<file path="src/rtl/arrow_sign_pkg.sv">
package arrow_sign_pkg;
  // Default number of lamp groups on the sign (tail pair, middle pair, tip)
  localparam int DEF_GROUPS = 3;

  // Readable names for the default four-step sequence
  typedef enum logic [1:0] {
    PH_DARK = 2'b00,
    PH_TAIL = 2'b01,
    PH_MID  = 2'b10,
    PH_FULL = 2'b11
  } sign_phase_t;
endpackage

</file>
<file path="src/rtl/sign_step_next.sv">
module sign_step_next #(
  parameter int ST_W      = 2,
  parameter int LAST_STEP = 3
) (
  input  logic [ST_W-1:0] step_q,
  input  logic            run_sw,
  output logic [ST_W-1:0] step_d
);
  always_comb begin
    if (!run_sw)
      step_d = '0;
    else if (step_q == ST_W'(LAST_STEP))
      step_d = '0;
    else
      step_d = step_q + ST_W'(1);
  end
endmodule

</file>
<file path="src/rtl/sign_step_reg.sv">
module sign_step_reg #(
  parameter int ST_W = 2
) (
  input  logic            clk,
  input  logic            rst,
  input  logic [ST_W-1:0] step_d,
  output logic [ST_W-1:0] step_q
);
  always_ff @(posedge clk) begin
    if (rst) step_q <= '0;
    else     step_q <= step_d;
  end
endmodule

</file>
<file path="src/rtl/sign_lamp_dec.sv">
module sign_lamp_dec #(
  parameter int ST_W       = 2,
  parameter int NUM_GROUPS = 3
) (
  input  logic                  clk,
  input  logic                  rst,
  input  logic [ST_W-1:0]       step_d,
  output logic [NUM_GROUPS-1:0] lamp_q
);
  logic [NUM_GROUPS-1:0] lamp_d;

  // Group g is lit once the step index has passed g (thermometer decode)
  for (genvar g = 0; g < NUM_GROUPS; g++) begin : g_grp
    assign lamp_d[g] = (step_d > ST_W'(g));
  end

  always_ff @(posedge clk) begin
    if (rst) lamp_q <= '0;
    else     lamp_q <= lamp_d;
  end
endmodule

</file>
<file path="src/rtl/arrow_sign_ctrl.sv">
module arrow_sign_ctrl #(
  parameter int NUM_GROUPS = arrow_sign_pkg::DEF_GROUPS
) (
  input  logic                  clk,
  input  logic                  rst,
  input  logic                  run_sw,
  output logic [NUM_GROUPS-1:0] lamp_grp
);
  localparam int NUM_STEPS = NUM_GROUPS + 1;
  localparam int ST_W      = (NUM_STEPS > 1) ? $clog2(NUM_STEPS) : 1;
  localparam int LAST_STEP = NUM_STEPS - 1;

  logic [ST_W-1:0] step_q;
  logic [ST_W-1:0] step_d;

  sign_step_next #(.ST_W(ST_W), .LAST_STEP(LAST_STEP)) u_next (
    .step_q (step_q),
    .run_sw (run_sw),
    .step_d (step_d)
  );

  sign_step_reg #(.ST_W(ST_W)) u_reg (
    .clk    (clk),
    .rst    (rst),
    .step_d (step_d),
    .step_q (step_q)
  );

  sign_lamp_dec #(.ST_W(ST_W), .NUM_GROUPS(NUM_GROUPS)) u_dec (
    .clk    (clk),
    .rst    (rst),
    .step_d (step_d),
    .lamp_q (lamp_grp)
  );
endmodule

</file>
<file path="config.mk">
export PLATFORM = sky130hd
export DESIGN_NAME = arrow_sign_ctrl
export DESIGN_NICKNAME = d
export VERILOG_FILES = /design/src/rtl/arrow_sign_pkg.sv /design/src/rtl/sign_step_next.sv /design/src/rtl/sign_step_reg.sv /design/src/rtl/sign_lamp_dec.sv /design/src/rtl/arrow_sign_ctrl.sv
export SDC_FILE = /design/constraint.sdc
export NUM_CORES = 1
export LEC_CHECK = 0
export BUFFER_PORTS_ARGS = -buffer_cell sky130_fd_sc_hd__buf_2
export CAP_MARGIN = 10
export CORE_AREA = 2 2 39 41
export CTS_CLUSTER_DIAMETER = 120
export DETAILED_ROUTE_END_ITERATION = 8
export DIE_AREA = 0 0 41 43
export SYNTH_ARGS = -nofsm -noshare
export SYNTH_HDL_FRONTEND = slang
export SYNTH_SLANG_ARGS = --single-unit
export TNS_END_PERCENT = 30
</file>
<file path="constraint.sdc">
create_clock -name clk -period 0.95 [get_ports clk]
set_clock_uncertainty 0.05 [all_clocks]
set_input_delay 0.095 -clock clk [delete_from_list [all_inputs] [get_ports clk]]
set_output_delay 0.095 -clock clk [all_outputs]
set_load 0.02 [all_outputs]
</file>
==> results of run 1 <==
[metrics by stage]
stage	hold WS [ns]	power [mW]	setup slack, ns	std cells
6_report	0.0768	0.502	0.115	37
5_1_grt	0.0877	0.526	0.0757	37
4_1_cts	0.0734	0.514	0.103	37
3_5_place_dp	0.335	0.257	0.195	33
3_3_place_gp	0.320	0.256	0.205	33
2_1_floorplan	0.189	0.245	0.244	12
[synthesized netlist by cell type]
library cell	count
a21oi_1	1
dfxtp_1	5
nand2b_4	1
nor2_1	3
nor3b_1	1
xnor2_1	1
[flip-flops by register name, indices dropped and copies added (netlist names)]
name,count
u_dec.lamp_q,3
u_reg.step_q,2
[routing by layer]
| metal | vias to the layer above | wire [um] | track usage, % |
|---|---|---|---|
| met1 | 44 | 79 | 2.26 |
| met5 | - | 0 | 0 |
| met4 | 0 | 17 | 10.0 |
| li1 | 56 | - | - |
| met2 | 7 | 109 | 3.75 |
| met3 | 2 | 19 | 1.57 |
[cell type report]
type	instances	area share (%)
multi-input cells	7	21.3
well taps	16	9.20
clock buffers	4	12.1
flip-flops and latches	5	46.0
repair buffers	5	11.5
[kinds of logic (layout without fill, tap and decap cells)]
family	after synthesis	in the layout	synth area share, %
flops	5	5	68.4
xor+xnor	1	1	5.98
buf+inv	0	9	0
compound gates	1	1	3.42
simple gates	5	5	22.2
[worst max-delay path by stage]
| stage | from | depth (start not counted) | end |
|---|---|---|---|
| finish | u_dec.lamp_q[0] | 1 | lamp_grp[0] |
| global route | u_dec.lamp_q[0] | 1 | lamp_grp[0] |
| CTS | u_dec.lamp_q[0] | 1 | lamp_grp[0] |
| detailed placement | u_reg.step_q[0] | 2 | u_reg.step_q[1] |
| global placement | u_reg.step_q[0] | 2 | u_dec.lamp_q[1] |
| floorplan | u_reg.step_q[0] | 2 | u_dec.lamp_q[1] |
[power by group through the flow]
stage                     combinational [mW]  sequential, mW  clock [mW]
after floorplan                       0.0128           0.233           0
after global placement                0.0288           0.227           0
after detailed placement              0.0293           0.227           0
after CTS                             0.0294           0.223       0.261
after global routing                  0.0321           0.224       0.270
final                                 0.0289           0.224       0.250
[worst min-delay path, delay by kind of cell]
| family | cells | cell delay, ns |
|---|---|---|
| buffers and inverters | 1 | 0.11 |
| AND/OR/NAND/NOR | 2 | 0.12 |
==> results.rst, run 1 <==
.. list-table::
   :header-rows: 1

   * - Metric
     - Value
   * - Switching part of the total power
     - about 22%
   * - Highest net fanout along the worst path
     - 1
   * - CP delay by family, top
     - flip-flops
   * - Number of warning messages in the yosys log
     - 0
   * - Internal cell power
     - ~400 uW
   * - Synthesized area
     - around 150 um^2
   * - Setup repair after global routing missed its margin
     - false
   * - Via density per instance
     - ~3
   * - Distinct cell type count after synthesis
     - 6
   * - Comb pwr share
     - under 10%
   * - Synthesized instance count
     - 12
   * - Delay contributed by the slowest stage of the critical path
     - around 0.3 ns
   * - Number of gates given a new drive strength after cts
     - 0
   * - Global placement routability congestion
     - about 0.55
   * - First DRT Iteration DRCs
     - 0
   * - H-tree depth
     - 1
   * - Slew @ Worst Pin
     - ~0.19 ns
   * - TritonCTS Buffers
     - 3
   * - Die span in x
     - slightly above 40 um
   * - Biggest area contributors in the synthesized netlist
     - dfxtp_1 (68%), nand2b_4 (9.4%), nor2_1 (7.7%), xnor2_1 (6.0%), nor3b_1 (5.1%)
   * - Setup slack of the worst register-to-register path
     - between 0.15 and 0.2 ns
   * - Crit path capture type
     - output port
   * - Antenna violations before repair
     - 0
   * - First-pass GRT wire length
     - 324 um
   * - Power density normalized to cell area
     - roughly 2300 nW/um^2
   * - Hold path startpoint
     - run_sw
   * - Syn avg cell area
     - ~12 um^2
   * - Number of nets in the final layout
     - 25
   * - Final setup violation count
     - 0
   * - Cell type with the largest total area after synthesis
     - dfxtp_1
   * - Startpoint of the worst register-to-register path
     - u_reg.step_q[0]
   * - Die area
     - around 1800 um^2
   * - Normalized max-slew margin
     - between 80% and 90%
   * - Detailed-route wire length
     - approximately 230 um
   * - Highest achievable clock rate
     - about 1200 MHz
   * - Area share of the largest cell type after synthesis
     - between 60% and 70%
   * - Worst path slowest cell
     - dfxtp_1
   * - Final instance area
     - around 220 um^2
   * - Final-report max-slew violation count
     - 0
   * - Flop pwr share
     - between 40% and 50%
   * - Number of sinks driven by the clock tree
     - 5
   * - Worst EP arrival
     - slightly below 0.7 ns
   * - Kind of path behind the tightest hold check
     - input port to flip-flop
   * - Required @ worst endpoint
     - 0.81 ns
   * - Clock period minus final worst setup slack
     - 0.835 ns
   * - Fillers
     - between 150 and 200
   * - Switching pwr
     - between 100 and 150 uW
   * - Core area
     - approximately 1400 um^2
   * - Buffer count from post-CTS setup fixing
     - 0
   * - Maximum number of pins on one net before global-route repair
     - 6
   * - Ant. Diodes
     - 0
   * - Cell leakage power
     - between 0.09 and 0.1 nW
   * - Boundary Pins
     - 6
   * - Dpl hpwl
     - 166 um
   * - Number of register bits inferred by synthesis
     - 5
   * - Util after Layout
     - approximately 16%
   * - Sequence of cells on the critical path
     - buf_2
   * - Number of nets with antenna violations after detailed routing
     - 0
   * - Pre-antenna DRT Iters
     - 1
   * - Maximum root-to-sink buffer count
     - 2
   * - Via count of the first global-routing pass
     - 100
   * - Maximum capacitance violations
     - 0
   * - Result of the run
     - finished, final reports clean
   * - Vertical extent of the die
     - ~43 um
   * - Worst Hold Endpoint
     - u_reg.step_q[0]
   * - Clk pin slew, worst setup/hold paths
     - 0.05 ns
   * - Hold Violations, Final
     - 0
   * - Peak supply drop
     - about 0.42 mV
   * - Number of vias in the routed layout
     - roughly 110
   * - Global-route congestion overflow total
     - 0
   * - Total area of multi-input combinational cells
     - ~46 um^2
   * - Worst r2r dst
     - u_reg.step_q[1]
   * - Count of input and output buffers
     - 5
   * - Final worst-path cycle share
     - between 80% and 90%
   * - Routed WL per cell
     - ~6 um
   * - Synthesis-to-finish area growth
     - 48.7%
   * - Total routing resource utilization after global routing
     - under 10%
   * - Buffer type at the clock tree root
     - clkbuf_4
   * - Number of rows in the core area
     - 14
   * - Final TNS setup
     - 0 ns
   * - Number of buffer and inverter stages on the critical path
     - 1
   * - Setup crit start kind
     - flip-flop
   * - Number of cells on the worst hold path
     - 3
   * - Synthesized net count
     - 15
   * - FF/Latch Area
     - around 100 um^2
   * - Initial core utilization
     - 10.6%
   * - Sequential element share of the synthesized area
     - 68.4%
   * - Highest-count cells in the layout ignoring fill and taps
     - buf_2 (5), dfxtp_1 (5), nor2_1 (3), clkbuf_4 (3)
   * - Final routed DRC violation total
     - 0
   * - Total cell area at the placement stage
     - ~190 um^2
   * - Clock tree from TritonCTS
     - done
   * - Hold buffers post-CTS
     - 0
   * - Fraction of layout cells with a size suffix above 1
     - 42.9%
   * - Skew-Pair Late Insertion Delay
     - roughly 0.24 ns
   * - Power share of the clock group
     - around half
   * - FF-to-FF path depth
     - 2
   * - Class of the most critical setup path
     - flip-flop to output port
No activity file was read; power rests on OpenSTA's default activity.
==> inputs of run 2 (changes only) <==
--- a/config.mk
+++ b/config.mk
@@ -11,6 +11,7 @@
 export CTS_CLUSTER_DIAMETER = 120
 export DETAILED_ROUTE_END_ITERATION = 8
 export DIE_AREA = 0 0 41 43
+export SETUP_SLACK_MARGIN = 0.4
 export SYNTH_ARGS = -nofsm -noshare
 export SYNTH_HDL_FRONTEND = slang
 export SYNTH_SLANG_ARGS = --single-unit
==> run 2 against run 1 <==
- fmax grew 3.3%
- sequential cell count stayed put
- critical endpoint is now lamp_grp[2]
- wire length shrank 4.0%
- via count shrank 7.3%
- worst setup slack better by 0.027 ns
- die area is the same
==> results.rst, run 2 (synthesized netlist as in run 1, its figures left out) <==
.. list-table::
   :header-rows: 1

   * - Metric
     - Value
   * - Result of the run
     - finished, final reports clean (unchanged)
   * - FF/Latch Area
     - 105 um^2 (was 100 um^2)
   * - Clk pin slew, worst setup/hold paths
     - 0.04 ns (was 0.05 ns)
   * - Ant. Diodes
     - 0 (unchanged)
   * - Detailed-route wire length
     - 216 um (was 225 um)
   * - Most common library cell in the layout ignoring fill and taps
     - dfxtp_2
   * - Critical path launch point
     - u_dec.lamp_q[2] (was u_dec.lamp_q[0])
   * - Number of buffer and inverter stages on the critical path
     - 1 (unchanged)
   * - Antenna violations before repair
     - 0 (unchanged)
   * - Setup slack of the worst register-to-register path
     - 0.23 ns (was 0.18 ns)
   * - Final worst-path cycle share
     - 85.0% (was 87.8%)
   * - Global placement routability congestion
     - 0.592 (was 0.552)
   * - Via density per instance
     - 2.73 (was 2.95)
   * - Final routed DRC violation total
     - 0 (unchanged)
   * - Synthesis-to-finish area growth
     - 70.1% (was 48.7%)
   * - Total cell area at the placement stage
     - 200 um^2 (was 191 um^2)
   * - Peak supply drop
     - 0.281 mV (was 0.422 mV)
   * - Required @ worst endpoint
     - 0.81 ns (about the same)
   * - Final instance area
     - 249 um^2 (was 218 um^2)
   * - Hold Violations, Final
     - 0 (unchanged)
   * - Class of the most critical setup path
     - flip-flop to output port (unchanged)
   * - Number of vias in the routed layout
     - 101 (was 109)
   * - FF-to-FF path depth
     - 2 (unchanged)
   * - Die span in x
     - 41 um (unchanged)
   * - Metal-1 WL
     - 94 um (was 79 um)
   * - Count of input and output buffers
     - 5 (unchanged)
   * - Via count of the first global-routing pass
     - 114 (was 100)
   * - Pre-antenna DRT Iters
     - 1 (unchanged)
   * - Dpl hpwl
     - 154 um (was 166 um)
   * - Delay contributed by the slowest stage of the critical path
     - 0.31 ns (was 0.30 ns)
   * - Top flop regs
     - u_dec.lamp_q: 3 flops, u_reg.step_q: 2 flops (unchanged)
   * - Crit path capture type
     - output port (unchanged)
   * - Global-route congestion overflow total
     - 0 (unchanged)
   * - Fraction of layout cells with a size suffix above 1
     - 66.7% (was 42.9%)
   * - H-tree depth
     - 1 (unchanged)
   * - Slew @ Worst Pin
     - 0.149 ns (was 0.194 ns)
   * - CP delay by family, top
     - flip-flops (unchanged)
   * - Boundary Pins
     - 6 (unchanged)
   * - Final worst slack
     - 0.142 ns (was 0.115 ns)
   * - Buffer type at the clock tree root
     - clkbuf_4 (unchanged)
   * - Core area
     - 1380 um^2 (unchanged)
   * - Sequence of cells on the critical path
     - buf_6 (was buf_2)
   * - Startpoint of the worst register-to-register path
     - u_reg.step_q[1] (was u_reg.step_q[0])
   * - Final-report max-slew violation count
     - 0 (unchanged)
   * - Final setup violation count
     - 0 (unchanged)
   * - Setup crit start kind
     - flip-flop (unchanged)
   * - Vertical extent of the die
     - 43 um (unchanged)
   * - Maximum number of pins on one net before global-route repair
     - 6 (unchanged)
   * - Highest-count cells in the layout ignoring fill and taps
     - dfxtp_2 (4), nor2_1 (3), clkbuf_4 (3), buf_6 (3), buf_2 (2) (was buf_2 (5), dfxtp_1 (5), nor2_1 (3), clkbuf_4 (3))
   * - Number of nets with antenna violations after detailed routing
     - 0 (unchanged)
   * - Total area of multi-input combinational cells
     - 53.8 um^2 (was 46.3 um^2)
   * - Total routing resource utilization after global routing
     - 4.02% (was 3.72%)
   * - Buffer count from post-CTS setup fixing
     - 0 (unchanged)
   * - Setup repair after global routing missed its margin
     - true (was false)
   * - Power density normalized to cell area
     - 2030 nW/um^2 (was 2310 nW/um^2)
   * - Highest net fanout along the worst path
     - 1 (unchanged)
   * - Worst path slowest cell
     - dfxtp_2 (was dfxtp_1)
   * - Normalized max-slew margin
     - 90.1% (was 87.0%)
   * - Util after Layout
     - 18.0% (was 15.7%)
   * - TritonCTS Buffers
     - 3 (unchanged)
   * - Highest achievable clock rate
     - 1240 MHz (was 1200 MHz)
   * - Uppermost layer routed
     - met3 (was met4)
   * - Fillers
     - 159 (was 151)
   * - Tot Pwr
     - 504 uW (was 502 uW)
   * - Initial core utilization
     - 10.6% (unchanged)
   * - Worst EP arrival
     - 0.66 ns (was 0.69 ns)
   * - Post-placement setup slack
     - 0.236 ns (was 0.195 ns)
   * - Most flops, register
     - u_dec.lamp_q (unchanged)
   * - Met2 routed wirelength
     - 110 um (was 109 um)
   * - Maximum capacitance violations
     - 0 (unchanged)
   * - Maximum root-to-sink buffer count
     - 2 (unchanged)
   * - First DRT Iteration DRCs
     - 0 (unchanged)
   * - Cell leakage power
     - 0.104 nW (was 0.0976 nW)
   * - First-pass GRT wire length
     - 365 um (was 324 um)
   * - Number of nets in the final layout
     - 25 (unchanged)
   * - End point of the critical path
     - lamp_grp[2] (was lamp_grp[0])
   * - Clock tree from TritonCTS
     - done (unchanged)
   * - Kind of path behind the tightest hold check
     - input port to flip-flop (unchanged)
   * - Final TNS setup
     - 0 ns (unchanged)
   * - Number of sinks driven by the clock tree
     - 5 (unchanged)
   * - Number of rows in the core area
     - 14 (unchanged)
   * - Crit path depth
     - 1 (unchanged)
   * - Met3 routed WL
     - 11 um (was 19 um)
   * - Die area
     - 1760 um^2 (unchanged)
   * - Routed WL per cell
     - 5.84 um (was 6.08 um)
   * - Skew-Pair Late Insertion Delay
     - 0.24 ns (about the same)
   * - Clock period minus final worst setup slack
     - 0.808 ns (was 0.835 ns)
   * - Worst r2r dst
     - u_reg.step_q[1] (unchanged)
   * - Max FFs per register
     - 3 (unchanged)
run 2: worst register-to-register path, cell delays in order, from the launching register on:
cell and delay [ns]:
dfxtp_1 0.38, xnor2_2 0.13, nor2_1 0.05
run 2: final cells by class:
class / count / area share, %
Timing Repair Buffer: 5 / 17.6
Tap cell: 16 / 8.04
Multi-Input combinational cell: 7 / 21.6
Clock buffer: 4 / 10.6
Sequential cell: 5 / 42.2
run 2: repair_timing:
| item | CTS | global route |
|---|---|---|
| hold buffers | 0 | 0 |
| pin swaps | 0 | 0 |
| endpoints found under the setup margin | 8 | 8 |
| resized for setup | 8 | 1 |
run 2: where the power goes:
part           leakage [nW]  total (mW)  internal, mW  switching (mW)
sequential           0.0425       0.227         0.220         0.00688
clock                0.0150       0.241         0.159          0.0827
combinational        0.0469      0.0358        0.0210          0.0148
run 2: worst min path at each step:
stage / from / endpoint / cells after the start
detailed placement: run_sw / u_reg.step_q[0] / 3
CTS: run_sw / u_reg.step_q[0] / 3
global route: run_sw / u_reg.step_q[0] / 3
floorplan: run_sw / u_reg.step_q[0] / 2
finish: run_sw / u_reg.step_q[0] / 3
global placement: run_sw / u_reg.step_q[0] / 3
run 2: per-layer routing:
metal,vias to the layer above,GRT usage [%]
li1,55,-
met1,41,3.22
met2,5,3.75
met3,0,0
met4,0,12.0
met5,-,0
run 2: per-stage QoR:
step	hold WS, ns	std cells
after floorplan	0.182	12
after global placement	0.325	33
after detailed placement	0.329	33
after CTS	0.0716	37
after global routing	0.0879	37
final	0.0760	37
